### src/rtl/sio_pkg.sv
package sio_pkg;
  localparam int DIV_W = 16;

  localparam logic [2:0] OFS_DATA = 3'd0;
  localparam logic [2:0] OFS_IEN  = 3'd1;
  localparam logic [2:0] OFS_BUF  = 3'd2;
  localparam logic [2:0] OFS_FMT  = 3'd3;
  localparam logic [2:0] OFS_STAT = 3'd5;

  typedef struct packed {
    logic       stick;
    logic       even;
    logic       par_en;
    logic       long_stop;
    logic [1:0] wlen;
  } frm_t;

  typedef struct packed {
    logic dlab;
    logic brk;
    frm_t frm;
  } fmt_t;

  function automatic logic [7:0] word_mask(input logic [1:0] wl);
    return 8'hFF >> (2'd3 - wl);
  endfunction

  function automatic logic parity_of(input logic even, input logic stick,
                                     input logic [1:0] wl, input logic [7:0] d);
    logic x;
    x = ^(d & word_mask(wl));
    if (stick) return ~even;
    return even ? x : ~x;
  endfunction
endpackage

### src/rtl/sio_baud.sv
module sio_baud #(
  parameter int DW = 16
) (
  input  logic          clk,
  input  logic          rst,
  input  logic          restart,
  input  logic [DW-1:0] div,
  output logic          tick
);
  logic [DW-1:0] cnt;

  always_ff @(posedge clk) begin
    if (rst || restart) begin
      cnt  <= '0;
      tick <= 1'b0;
    end else if (div == '0) begin
      cnt  <= '0;
      tick <= 1'b0;
    end else if (cnt >= div - 1'b1) begin
      cnt  <= '0;
      tick <= 1'b1;
    end else begin
      cnt  <= cnt + 1'b1;
      tick <= 1'b0;
    end
  end
endmodule

### src/rtl/sio_fifo.sv
module sio_fifo #(
  parameter int WIDTH = 8,
  parameter int DEPTH = 16
) (
  input  logic             clk,
  input  logic             rst,
  input  logic             clr,
  input  logic             one_deep,
  input  logic             push,
  input  logic [WIDTH-1:0] din,
  input  logic             pop,
  output logic [WIDTH-1:0] dout,
  output logic             empty,
  output logic             full
);
  localparam int AW   = (DEPTH > 1) ? $clog2(DEPTH) : 1;
  localparam int CNTW = AW + 1;

  logic [WIDTH-1:0] mem [DEPTH];
  logic [AW-1:0]    wp, rp;
  logic [CNTW-1:0]  cnt;
  logic             do_push, do_pop;

  assign empty   = (cnt == '0);
  assign full    = one_deep ? (cnt != '0) : (cnt == CNTW'(DEPTH));
  assign do_push = push && !full;
  assign do_pop  = pop && !empty;
  assign dout    = mem[rp];

  always_ff @(posedge clk) begin
    if (do_push) mem[wp] <= din;
  end

  always_ff @(posedge clk) begin
    if (rst || clr) begin
      wp  <= '0;
      rp  <= '0;
      cnt <= '0;
    end else begin
      if (do_push) wp <= (wp == AW'(DEPTH - 1)) ? '0 : wp + 1'b1;
      if (do_pop)  rp <= (rp == AW'(DEPTH - 1)) ? '0 : rp + 1'b1;
      case ({do_push, do_pop})
        2'b10:   cnt <= cnt + 1'b1;
        2'b01:   cnt <= cnt - 1'b1;
        default: cnt <= cnt;
      endcase
    end
  end
endmodule

### src/rtl/sio_tx.sv
module sio_tx
  import sio_pkg::*;
(
  input  logic       clk,
  input  logic       rst,
  input  logic       tick,
  input  frm_t       frm,
  input  logic       brk,
  input  logic       have_data,
  input  logic [7:0] din,
  output logic       take,
  output logic       txd,
  output logic       busy
);
  typedef enum logic [2:0] {T_IDLE, T_START, T_DATA, T_PAR, T_STOP} tst_t;

  tst_t       st;
  logic [4:0] tcnt;
  logic [7:0] sh, word_q;
  logic [2:0] left;
  logic       line;
  logic [2:0] last_idx;
  logic [4:0] stop_last;
  logic       bit_end, stop_end;

  assign last_idx  = 3'd4 + {1'b0, frm.wlen};
  assign stop_last = !frm.long_stop ? 5'd15 : ((frm.wlen == 2'd0) ? 5'd23 : 5'd31);
  assign bit_end   = tick && (tcnt == 5'd15);
  assign stop_end  = tick && (tcnt == stop_last);
  assign take      = have_data && ((st == T_IDLE) || (st == T_STOP && stop_end));
  assign busy      = (st != T_IDLE);

  always_ff @(posedge clk) begin
    if (rst) begin
      st     <= T_IDLE;
      tcnt   <= '0;
      sh     <= '0;
      word_q <= '0;
      left   <= '0;
      line   <= 1'b1;
    end else begin
      if (tick) tcnt <= tcnt + 1'b1;
      case (st)
        T_IDLE: begin
          line <= 1'b1;
          if (have_data) begin
            sh     <= din;
            word_q <= din;
            tcnt   <= '0;
            line   <= 1'b0;
            st     <= T_START;
          end
        end
        T_START: if (bit_end) begin
          tcnt <= '0;
          line <= sh[0];
          left <= last_idx;
          st   <= T_DATA;
        end
        T_DATA: if (bit_end) begin
          tcnt <= '0;
          if (left == '0) begin
            if (frm.par_en) begin
              line <= parity_of(frm.even, frm.stick, frm.wlen, word_q);
              st   <= T_PAR;
            end else begin
              line <= 1'b1;
              st   <= T_STOP;
            end
          end else begin
            sh   <= sh >> 1;
            line <= sh[1];
            left <= left - 1'b1;
          end
        end
        T_PAR: if (bit_end) begin
          tcnt <= '0;
          line <= 1'b1;
          st   <= T_STOP;
        end
        default: if (stop_end) begin
          tcnt <= '0;
          if (have_data) begin
            sh     <= din;
            word_q <= din;
            line   <= 1'b0;
            st     <= T_START;
          end else begin
            line <= 1'b1;
            st   <= T_IDLE;
          end
        end
      endcase
    end
  end

  always_ff @(posedge clk) begin
    if (rst) txd <= 1'b1;
    else     txd <= brk ? 1'b0 : line;
  end
endmodule

### src/rtl/sio_rx.sv
module sio_rx
  import sio_pkg::*;
(
  input  logic       clk,
  input  logic       rst,
  input  logic       tick,
  input  logic [1:0] wlen,
  input  logic       par_en,
  input  logic       even,
  input  logic       stick,
  input  logic       rxd,
  output logic       done,
  output logic [7:0] data,
  output logic       pe,
  output logic       fe,
  output logic       bi
);
  typedef enum logic [2:0] {R_IDLE, R_START, R_DATA, R_PAR, R_STOP, R_WAIT} rst_t;

  rst_t       st;
  logic       rs1, rs2;
  logic [3:0] tcnt;
  logic [2:0] left;
  logic [7:0] sh;
  logic       pbit;
  logic       mid;
  logic [7:0] word;
  logic       all_low;

  assign mid     = tick && (tcnt == 4'd15);
  assign word    = sh >> (2'd3 - wlen);
  assign all_low = (word == 8'h00) && (!par_en || !pbit) && !rs2;

  always_ff @(posedge clk) begin
    if (rst) begin
      rs1 <= 1'b1;
      rs2 <= 1'b1;
    end else begin
      rs1 <= rxd;
      rs2 <= rs1;
    end
  end

  always_ff @(posedge clk) begin
    if (rst) begin
      st   <= R_IDLE;
      tcnt <= '0;
      left <= '0;
      sh   <= '0;
      pbit <= 1'b0;
      done <= 1'b0;
      data <= '0;
      pe   <= 1'b0;
      fe   <= 1'b0;
      bi   <= 1'b0;
    end else begin
      done <= 1'b0;
      if (tick) tcnt <= tcnt + 1'b1;
      case (st)
        R_IDLE: if (!rs2) begin
          tcnt <= '0;
          st   <= R_START;
        end
        R_START: if (tick && tcnt == 4'd7) begin
          tcnt <= '0;
          left <= 3'd4 + {1'b0, wlen};
          st   <= rs2 ? R_IDLE : R_DATA;
        end
        R_DATA: if (mid) begin
          sh <= {rs2, sh[7:1]};
          if (left == '0) st <= par_en ? R_PAR : R_STOP;
          else            left <= left - 1'b1;
        end
        R_PAR: if (mid) begin
          pbit <= rs2;
          st   <= R_STOP;
        end
        R_STOP: if (mid) begin
          done <= 1'b1;
          data <= word;
          pe   <= par_en && (pbit != parity_of(even, stick, wlen, word));
          bi   <= all_low;
          fe   <= !rs2 && !all_low;
          st   <= rs2 ? R_IDLE : R_WAIT;
        end
        default: if (rs2) st <= R_IDLE;
      endcase
    end
  end
endmodule

### src/rtl/sio_uart.sv
module sio_uart
  import sio_pkg::*;
#(
  parameter int FIFO_DEPTH = 16
) (
  input  logic       clk,
  input  logic       rst,
  input  logic [2:0] addr,
  input  logic [7:0] wdata,
  input  logic       wr_en,
  input  logic       rd_en,
  output logic [7:0] rdata,
  input  logic       rxd,
  output logic       txd,
  output logic       irq
);
  fmt_t             fmt_q;
  logic [DIV_W-1:0] div_q;
  logic [1:0]       ien_q;
  logic             buf_en_q;
  logic             oe_q, pe_q, fe_q, bi_q;

  logic             tick, div_wr;
  logic             tx_push, tx_take, tx_empty, tx_full, tx_busy, tx_clr;
  logic [7:0]       tx_dout;
  logic             rx_done, rx_pe, rx_fe, rx_bi, rx_pop, rx_empty, rx_full, rx_clr;
  logic [7:0]       rx_data, rx_dout;
  logic             stat_rd, rx_dr;
  logic [7:0]       stat;

  assign div_wr  = wr_en && fmt_q.dlab && (addr == OFS_DATA || addr == OFS_IEN);
  assign tx_push = wr_en && !fmt_q.dlab && (addr == OFS_DATA);
  assign rx_pop  = rd_en && !fmt_q.dlab && (addr == OFS_DATA);
  assign stat_rd = rd_en && (addr == OFS_STAT);
  assign tx_clr  = wr_en && (addr == OFS_BUF) && (wdata[2] || (wdata[0] != buf_en_q));
  assign rx_clr  = wr_en && (addr == OFS_BUF) && (wdata[1] || (wdata[0] != buf_en_q));
  assign rx_dr   = !rx_empty;
  assign stat    = {1'b0, tx_empty && !tx_busy, tx_empty, bi_q, fe_q, pe_q, oe_q, rx_dr};

  sio_baud #(.DW(DIV_W)) baud_i (
    .clk(clk), .rst(rst), .restart(div_wr), .div(div_q), .tick(tick)
  );

  sio_fifo #(.WIDTH(8), .DEPTH(FIFO_DEPTH)) txq_i (
    .clk(clk), .rst(rst), .clr(tx_clr), .one_deep(!buf_en_q),
    .push(tx_push), .din(wdata), .pop(tx_take), .dout(tx_dout),
    .empty(tx_empty), .full(tx_full)
  );

  sio_tx tx_i (
    .clk(clk), .rst(rst), .tick(tick), .frm(fmt_q.frm), .brk(fmt_q.brk),
    .have_data(!tx_empty), .din(tx_dout), .take(tx_take), .txd(txd), .busy(tx_busy)
  );

  sio_rx rx_i (
    .clk(clk), .rst(rst), .tick(tick), .wlen(fmt_q.frm.wlen),
    .par_en(fmt_q.frm.par_en), .even(fmt_q.frm.even), .stick(fmt_q.frm.stick),
    .rxd(rxd), .done(rx_done), .data(rx_data), .pe(rx_pe), .fe(rx_fe), .bi(rx_bi)
  );

  sio_fifo #(.WIDTH(8), .DEPTH(FIFO_DEPTH)) rxq_i (
    .clk(clk), .rst(rst), .clr(rx_clr), .one_deep(!buf_en_q),
    .push(rx_done), .din(rx_data), .pop(rx_pop), .dout(rx_dout),
    .empty(rx_empty), .full(rx_full)
  );

  always_ff @(posedge clk) begin
    if (rst) begin
      fmt_q    <= '0;
      div_q    <= '0;
      ien_q    <= '0;
      buf_en_q <= 1'b0;
    end else if (wr_en) begin
      case (addr)
        OFS_DATA: if (fmt_q.dlab) div_q[7:0] <= wdata;
        OFS_IEN:  if (fmt_q.dlab) div_q[DIV_W-1:8] <= wdata[DIV_W-9:0];
                  else            ien_q <= wdata[1:0];
        OFS_BUF:  buf_en_q <= wdata[0];
        OFS_FMT:  fmt_q <= wdata;
        default:  ;
      endcase
    end
  end

  always_ff @(posedge clk) begin
    if (rst) begin
      oe_q <= 1'b0;
      pe_q <= 1'b0;
      fe_q <= 1'b0;
      bi_q <= 1'b0;
    end else begin
      oe_q <= (rx_done && rx_full) || (oe_q && !stat_rd);
      pe_q <= (rx_done && rx_pe)   || (pe_q && !stat_rd);
      fe_q <= (rx_done && rx_fe)   || (fe_q && !stat_rd);
      bi_q <= (rx_done && rx_bi)   || (bi_q && !stat_rd);
    end
  end

  always_ff @(posedge clk) begin
    if (rst) begin
      rdata <= '0;
      irq   <= 1'b0;
    end else begin
      irq <= (ien_q[0] && rx_dr) || (ien_q[1] && tx_empty);
      if (rd_en) begin
        case (addr)
          OFS_DATA: rdata <= fmt_q.dlab ? div_q[7:0] : rx_dout;
          OFS_IEN:  rdata <= fmt_q.dlab ? div_q[DIV_W-1:8] : {6'b0, ien_q};
          OFS_BUF:  rdata <= {7'b0, buf_en_q};
          OFS_FMT:  rdata <= fmt_q;
          OFS_STAT: rdata <= stat;
          default:  rdata <= '0;
        endcase
      end
    end
  end
endmodule

### config.mk
export PLATFORM = sky130hd
export DESIGN_NAME = sio_uart
export DESIGN_NICKNAME = d
export VERILOG_FILES = /design/src/rtl/sio_pkg.sv /design/src/rtl/sio_baud.sv /design/src/rtl/sio_fifo.sv /design/src/rtl/sio_tx.sv /design/src/rtl/sio_rx.sv /design/src/rtl/sio_uart.sv
export SDC_FILE = /design/constraint.sdc
export NUM_CORES = 1
export LEC_CHECK = 0
export BUFFER_PORTS_ARGS = -buffer_cell sky130_fd_sc_hd__clkbuf_2
export CORE_MARGIN = 3
export CORE_UTILIZATION = 55
export DETAILED_ROUTE_END_ITERATION = 16
export PLACE_DENSITY_LB_ADDON = 0.12
export SYNTH_ARGS = -nofsm -noshare
export SYNTH_HDL_FRONTEND = slang
export SYNTH_HIERARCHICAL = 1
export SYNTH_SLANG_ARGS = --single-unit
### constraint.sdc
create_clock -name clk -period 5.4 [get_ports clk]
set_input_delay 1.08 -clock clk [delete_from_list [all_inputs] [get_ports clk]]
set_output_delay 1.08 -clock clk [all_outputs]
set_load 0.1 [all_outputs]
==> impl_metrics.yaml, run 1 <==
clock_tree:
  cts_inserted_buffers: 42
  cts_post_setup_buffers_inserted: 0
  cts_hold_buf: 0
  cts.sinks: 409
  path_clk_slew_ns: 0.05
  htree_levels: 2
  root_buffer: "clkbuf_16"
  insertion_delay_ns: 0.54
  cts_tree: "built"
  ctsResizeCount: 0
  clk_path_buf_depth: 3
grt:
  first_global_vias: 11100
  overflow: 0
  grt_use_total_pct: 22.4
  grt_pass1_wl_mm: 63.2
  antenna_found_initial: 1
  grt_max_degree: 54
synth:
  syn_area_um2: 18500
  synth.net_count: 1499
  synthCells: 1440
  yosys_warnings: 6
  synth_area_per_cell_um2: 12.8
placed_design:
  gp_congestion: 0.841
  numPortBuffers: 25
  dp_hpwl_mm: 26.4
die:
  row_count: 66
  fp.dieH_um: 189
  initial_core_util_pct: 56.3
  io_pins: 26
  core_area_um2: 32800
  design.die.area_um2: 35800
  fp.dieW_um: 189
critical_path:
  critPathArrivalTime_ns: 4.28
  end_kind: "register"
  cp_slowest_cell: "or4_4"
  reg2reg_from: "txq_i/cnt[1]$_SDFFE_PP0P_"
  crit_start: "txq_i/cnt[1]$_SDFFE_PP0P_"
  critPathKind: "register to register"
  crit_chain: "or4_4, nor2_1, inv_1, and3_1, o21ai_4, inv_1, ha_1, xor2_1, ha_1, or3b_1, a2111oi_2, o21a_1, nor3_2"
  cp-start-kind: "register"
  critPathMaxStageDelay_ns: 0.62
  critPathMaxFanout: 9
  cp.required_ns: 5.81
worst_hold_path:
  worstHoldPathType: "register to register"
  min-delay-start: "rx_i/rs1$_SDFF_PP1_"
timing:
  holdWs_ns: 0.405
  grt_setup_unrepaired: "no"
  final.setup.tns_ns: 0
  slew_headroom_pct: 34.7
  finalMaxSlewViolations: 0
  fmax_mhz: 258
  hold_violations: 0
  period_minus_slack_ns: 3.87
  worst_clock_skew_ns: 0.0124
  setup_violations: 0
  worst_pin_slew_ns: 0.976
  finalCritPeriodShare_pct: 71.7
finish:
  nets: 1504
  syn_to_final_growth_pct: 9.58
  drive_gt1_share_pct: 15.7
  n_antenna_cell: 0
  fillers: 2526
detailed_routing:
  wirelength_mm: 39.7
  via_per_inst: 6.01
  firstDrtPassIters: 5
  vias: 11600
  drc: 0
  drtIter0Drc: 1003
  ant_nets: 0
  wl_per_cell_um: 20.7
power:
  p_leak_nw: 6.78
  power_density_nw_per_um2: 323
  ir_drop_v: 0.000287
run:
  cap_violations: 0
status:
  status: "completed"
-- per-layer routing --
metal	vias up	part of all wire, %	wire length (um)	global-route usage [%]
met3	45	5.0	1970	3.17
met2	295	47	18600	36.0
li1	5456	-	-	-
met1	5756	47	18500	33.0
met5	-	0	0	0
met4	0	1.6	616	4.53
-- worst max-delay path, delay by kind of cell (launching register included) --
| family | cells | cell delay [ns] |
|---|---|---|
| adder cells (fa/ha/maj) | 2 | 0.50 |
| AO/OA/AOI/OAI | 3 | 0.72 |
| flip-flops | 1 | 0.41 |
| XOR/XNOR | 1 | 0.17 |
| AND/OR/NAND/NOR | 5 | 1.63 |
| buffers and inverters | 2 | 0.32 |
-- layout by cell type, fill, tap and decap left out, types with 11 or more instances in the layout --
cell type / n
mux4_2: 65
nand2b_1: 15
a311oi_1: 11
mux2i_1: 30
xor2_1: 24
nand4_1: 12
nor3_1: 24
a22oi_1: 43
nand3_1: 45
clkbuf_2: 24
inv_1: 35
ha_1: 43
clkbuf_16: 43
a21oi_1: 73
edfxtp_1: 256
nand2_1: 115
and3b_1: 11
o21ai_0: 56
dfxtp_1: 151
mux2_2: 12
xnor2_1: 28
nor2b_1: 15
nor2_1: 125
clkbuf_8: 14
buf_4: 19
-- per-stage QoR --
step | instances | instance area [um^2] | setup WS [ns] | total power [mW] | util, %
after CTS | 1921 | 20200 | 1.51 | 6.58 | 61.7
after floorplan | 1440 | 18500 | 1.24 | 3.65 | -
after global placement | 1843 | 18800 | 1.30 | 3.71 | 57.4
after global routing | 1921 | 20200 | 1.15 | 6.74 | 61.7
after detailed placement | 1843 | 18800 | 1.17 | 3.72 | 57.4
final | 1921 | 20200 | 1.53 | 6.52 | 61.7
-- final cells by class --
class | count | area (um^2) | area share (%)
Clock buffer | 67 | 1310 | 6.46
Clock inverter | 11 | 101 | 0.501
Inverter | 37 | 139 | 0.687
Multi-Input combinational cell | 912 | 7100 | 35.1
Sequential cell | 409 | 10800 | 53.2
Tap cell | 442 | 553 | 2.74
Timing Repair Buffer | 43 | 263 | 1.30
-- sequential cells by signal, indices dropped and copies added, names as in the netlist, 4 cells and up, named ones only --
signal	count
fmt_q	8
tx_i/sh	8
tx_i/tcnt	5
div_q	16
rxq_i/rp	4
txq_i/wp	4
tx_i/word_q	8
rdata	8
txq_i/rp	4
baud_i/cnt	16
rxq_i/mem	128
rx_i/tcnt	4
rx_i/sh	8
rxq_i/cnt	5
rx_i/data	8
txq_i/mem	128
txq_i/cnt	5
rxq_i/wp	4
-- report_power, final --
part	leakage, nW	internal, mW	switching, mW
registers	3.57	3.32	0.0351
clock network	0.700	1.71	1.16
logic	2.51	0.0935	0.199
-- path summary, 6_finish.rpt --
| check | slack (ns) | cells after the start | endpoint |
|---|---|---|---|
| setup / recovery | 1.53 | 13 | txq_i/cnt[4]$_SDFFE_PP0P_ |
| hold / removal | 0.41 | 1 | rx_i/rs2$_SDFF_PP1_ |
| setup reg to reg | 1.53 | 13 | txq_i/cnt[4]$_SDFFE_PP0P_ |
| hold reg to reg | 0.41 | 1 | rx_i/rs2$_SDFF_PP1_ |
Power figures use the tool's default switching activity.
==> run 2, diff against run 1 <==
- clock period: 5.4 -> 3.45 ns (I/O delays scaled with it)
==> impl_metrics.yaml, run 2 (synthesis results as in run 1) <==
finish:
  layout_commonest_cell: "edfxtp_1"
  syn_to_final_growth_pct: 11.8
  final_util_pct: 62.9
  top_regs: "rxq_i/mem x128, txq_i/mem x128"
  drive_gt1_share_pct: 18.2
  fin_cells: 1963
  nets: 1546
  design_area_um2: 20600
  most-common-layout-cells: "edfxtp_1, dfxtp_1, nor2_1"
worst_hold_path:
  worstHoldPathType: "input pin to register"
  hold_path_end: "rx_i/rs1$_SDFF_PP1_"
  min-delay-start: "rxd"
  worstHoldPathCells: 2
critical_path:
  critPathKind: "register to register"
  r2r_cells: 11
  critPathMaxFanout: 7
  end_kind: "register"
  rrSetupSlack_ns: 0.19
  cp.required_ns: 3.85
  critPathArrivalTime_ns: 3.67
  cp-start-kind: "register"
  reg2reg_from: "div_q[5]$_SDFFE_PP0P_"
  r2r-end: "baud_i/tick$_SDFF_PP0_"
detailed_routing:
  firstDrtPassIters: 5
  wl_per_cell_um: 20.5
  via_per_inst: 5.98
  drc: 0
  ant_nets: 0
  wirelength_mm: 40.3
  drtIter0Drc: 867
  vias: 11700
power:
  power_frac_comb_pct: 4.6
  p_leak_nw: 7.00
  switching_power_mw: 2.22
  intPower_mw: 8.17
  power_frac_clock_pct: 44.8
  ir_drop_v: 0.000571
  power_density_nw_per_um2: 504
  p_sw_share_pct: 21.4
  p_seq_share_pct: 50.6
die:
  fp.dieW_um: 189
  row_count: 66
  initial_core_util_pct: 56.3
  design.die.area_um2: 35800
  core_area_um2: 32800
  io_pins: 26
  fp.dieH_um: 189
placed_design:
  numPortBuffers: 25
  dp_cells: 1883
  gp_congestion: 0.848
  dp_hpwl_mm: 27.2
  place_area_um2: 19100
grt:
  grt_use_total_pct: 22.8
  overflow: 0
  grt_pass1_wl_mm: 63.9
  grt_max_degree: 47
  first_global_vias: 11400
  antenna_found_initial: 1
clock_tree:
  htree_levels: 2
  cts_inserted_buffers: 43
  cts_tree: "built"
  path_clk_slew_ns: 0.06
  root_buffer: "clkbuf_16"
  cts.sinks: 409
  clk_path_buf_depth: 3
  insertion_delay_ns: 0.55
timing:
  final.setup.tns_ns: 0
  worst_clock_skew_ns: 0.00941
  setup_violations: 0
  finalMaxSlewViolations: 0
  fmax_mhz: 307
  period_minus_slack_ns: 3.26
  holdWs_ns: 0.324
  worst_pin_slew_ns: 0.824
  hold_violations: 0
  slew_headroom_pct: 44.9
  finalCritPeriodShare_pct: 94.5
  grt_setup_unrepaired: "no"
run:
  cap_violations: 0
status:
  status: "completed"
-- run 2: changes by cell type in the layout (fill, tap and decap cells not counted), moves of 2 or more --
cell        before  now
buf_4           19   58
clkbuf_8        14    3
clkbuf_16       43   45
clkinv_2         6   10
bufinv_16        1    5
clkinvlp_4       0    3
clkinv_1         1    8
clkbuf_1        10    3
-- run 2: power groups by stage --
stage | Clock (mW) | Combinational (mW) | Sequential [mW]
6_report | 4.65 | 0.477 | 5.26
4_1_cts | 4.76 | 0.475 | 5.26
3_3_place_gp | 0 | 0.467 | 5.36
2_1_floorplan | 0 | 0.330 | 5.38
3_5_place_dp | 0 | 0.474 | 5.36
5_1_grt | 4.95 | 0.524 | 5.26
-- run 2: metrics by stage --
step | setup slack, ns | total power, mW
after floorplan | 0.0544 | 5.71
after global placement | 0.0924 | 5.83
after detailed placement | 0.0677 | 5.84
after CTS | 0.0909 | 10.5
after global routing | 0.0258 | 10.7
final | 0.189 | 10.4
-- run 2: metal layers --
| metal | vias to the layer above | GRT usage, % | share of wire [%] |
|---|---|---|---|
| met5 | - | 0 | 0.025 |
| met4 | 2 | 6.13 | 2.2 |
| met3 | 64 | 3.81 | 5.4 |
| met2 | 294 | 36.1 | 47 |
| met1 | 5811 | 33.0 | 45 |
| li1 | 5562 | - | - |
-- run 2: what timing repair did --
item,in CTS,in global routing
endpoints found under the hold margin,0,0
setup endpoints to repair,0,17
buffers inserted,0,0
hold buffers,0,0
resized for setup,0,5
-- run 2: cell type report --
type,count,area [um^2]
Antenna cell,1,2.50
Clock buffer,51,1180
Clock inverter,27,262
Fill cell,2530,12200
Inverter,37,139
Multi-Input combinational cell,913,7160
Sequential cell,409,10800
Tap cell,442,553
Timing Repair Buffer,83,576
-- run 2: how the worst max path moves through the flow --
stage | from | slack, ns | to
floorplan | addr[2] | 0.05 | txq_i/cnt[4]$_SDFFE_PP0P_
CTS | div_q[5]$_SDFFE_PP0P_ | 0.09 | baud_i/cnt[9]$_SDFF_PP0_
detailed placement | addr[2] | 0.07 | txq_i/cnt[4]$_SDFFE_PP0P_
global placement | addr[2] | 0.09 | txq_i/cnt[4]$_SDFFE_PP0P_
global route | txq_i/cnt[0]$_SDFFE_PP0P_ | 0.03 | txq_i/cnt[4]$_SDFFE_PP0P_
finish | div_q[5]$_SDFFE_PP0P_ | 0.19 | baud_i/tick$_SDFF_PP0_
-- run 2: critical path: stages (launching register included) --
cell      delay, ns
dfxtp_1        0.38
or4_4          0.58
or3_4          0.37
nor2_2         0.17
nand2_1        0.08
xor2_1         0.15
ha_1           0.31
a211oi_1       0.26
nor2_1         0.09
a41oi_2        0.31
nand3_1        0.15
and2_1         0.27
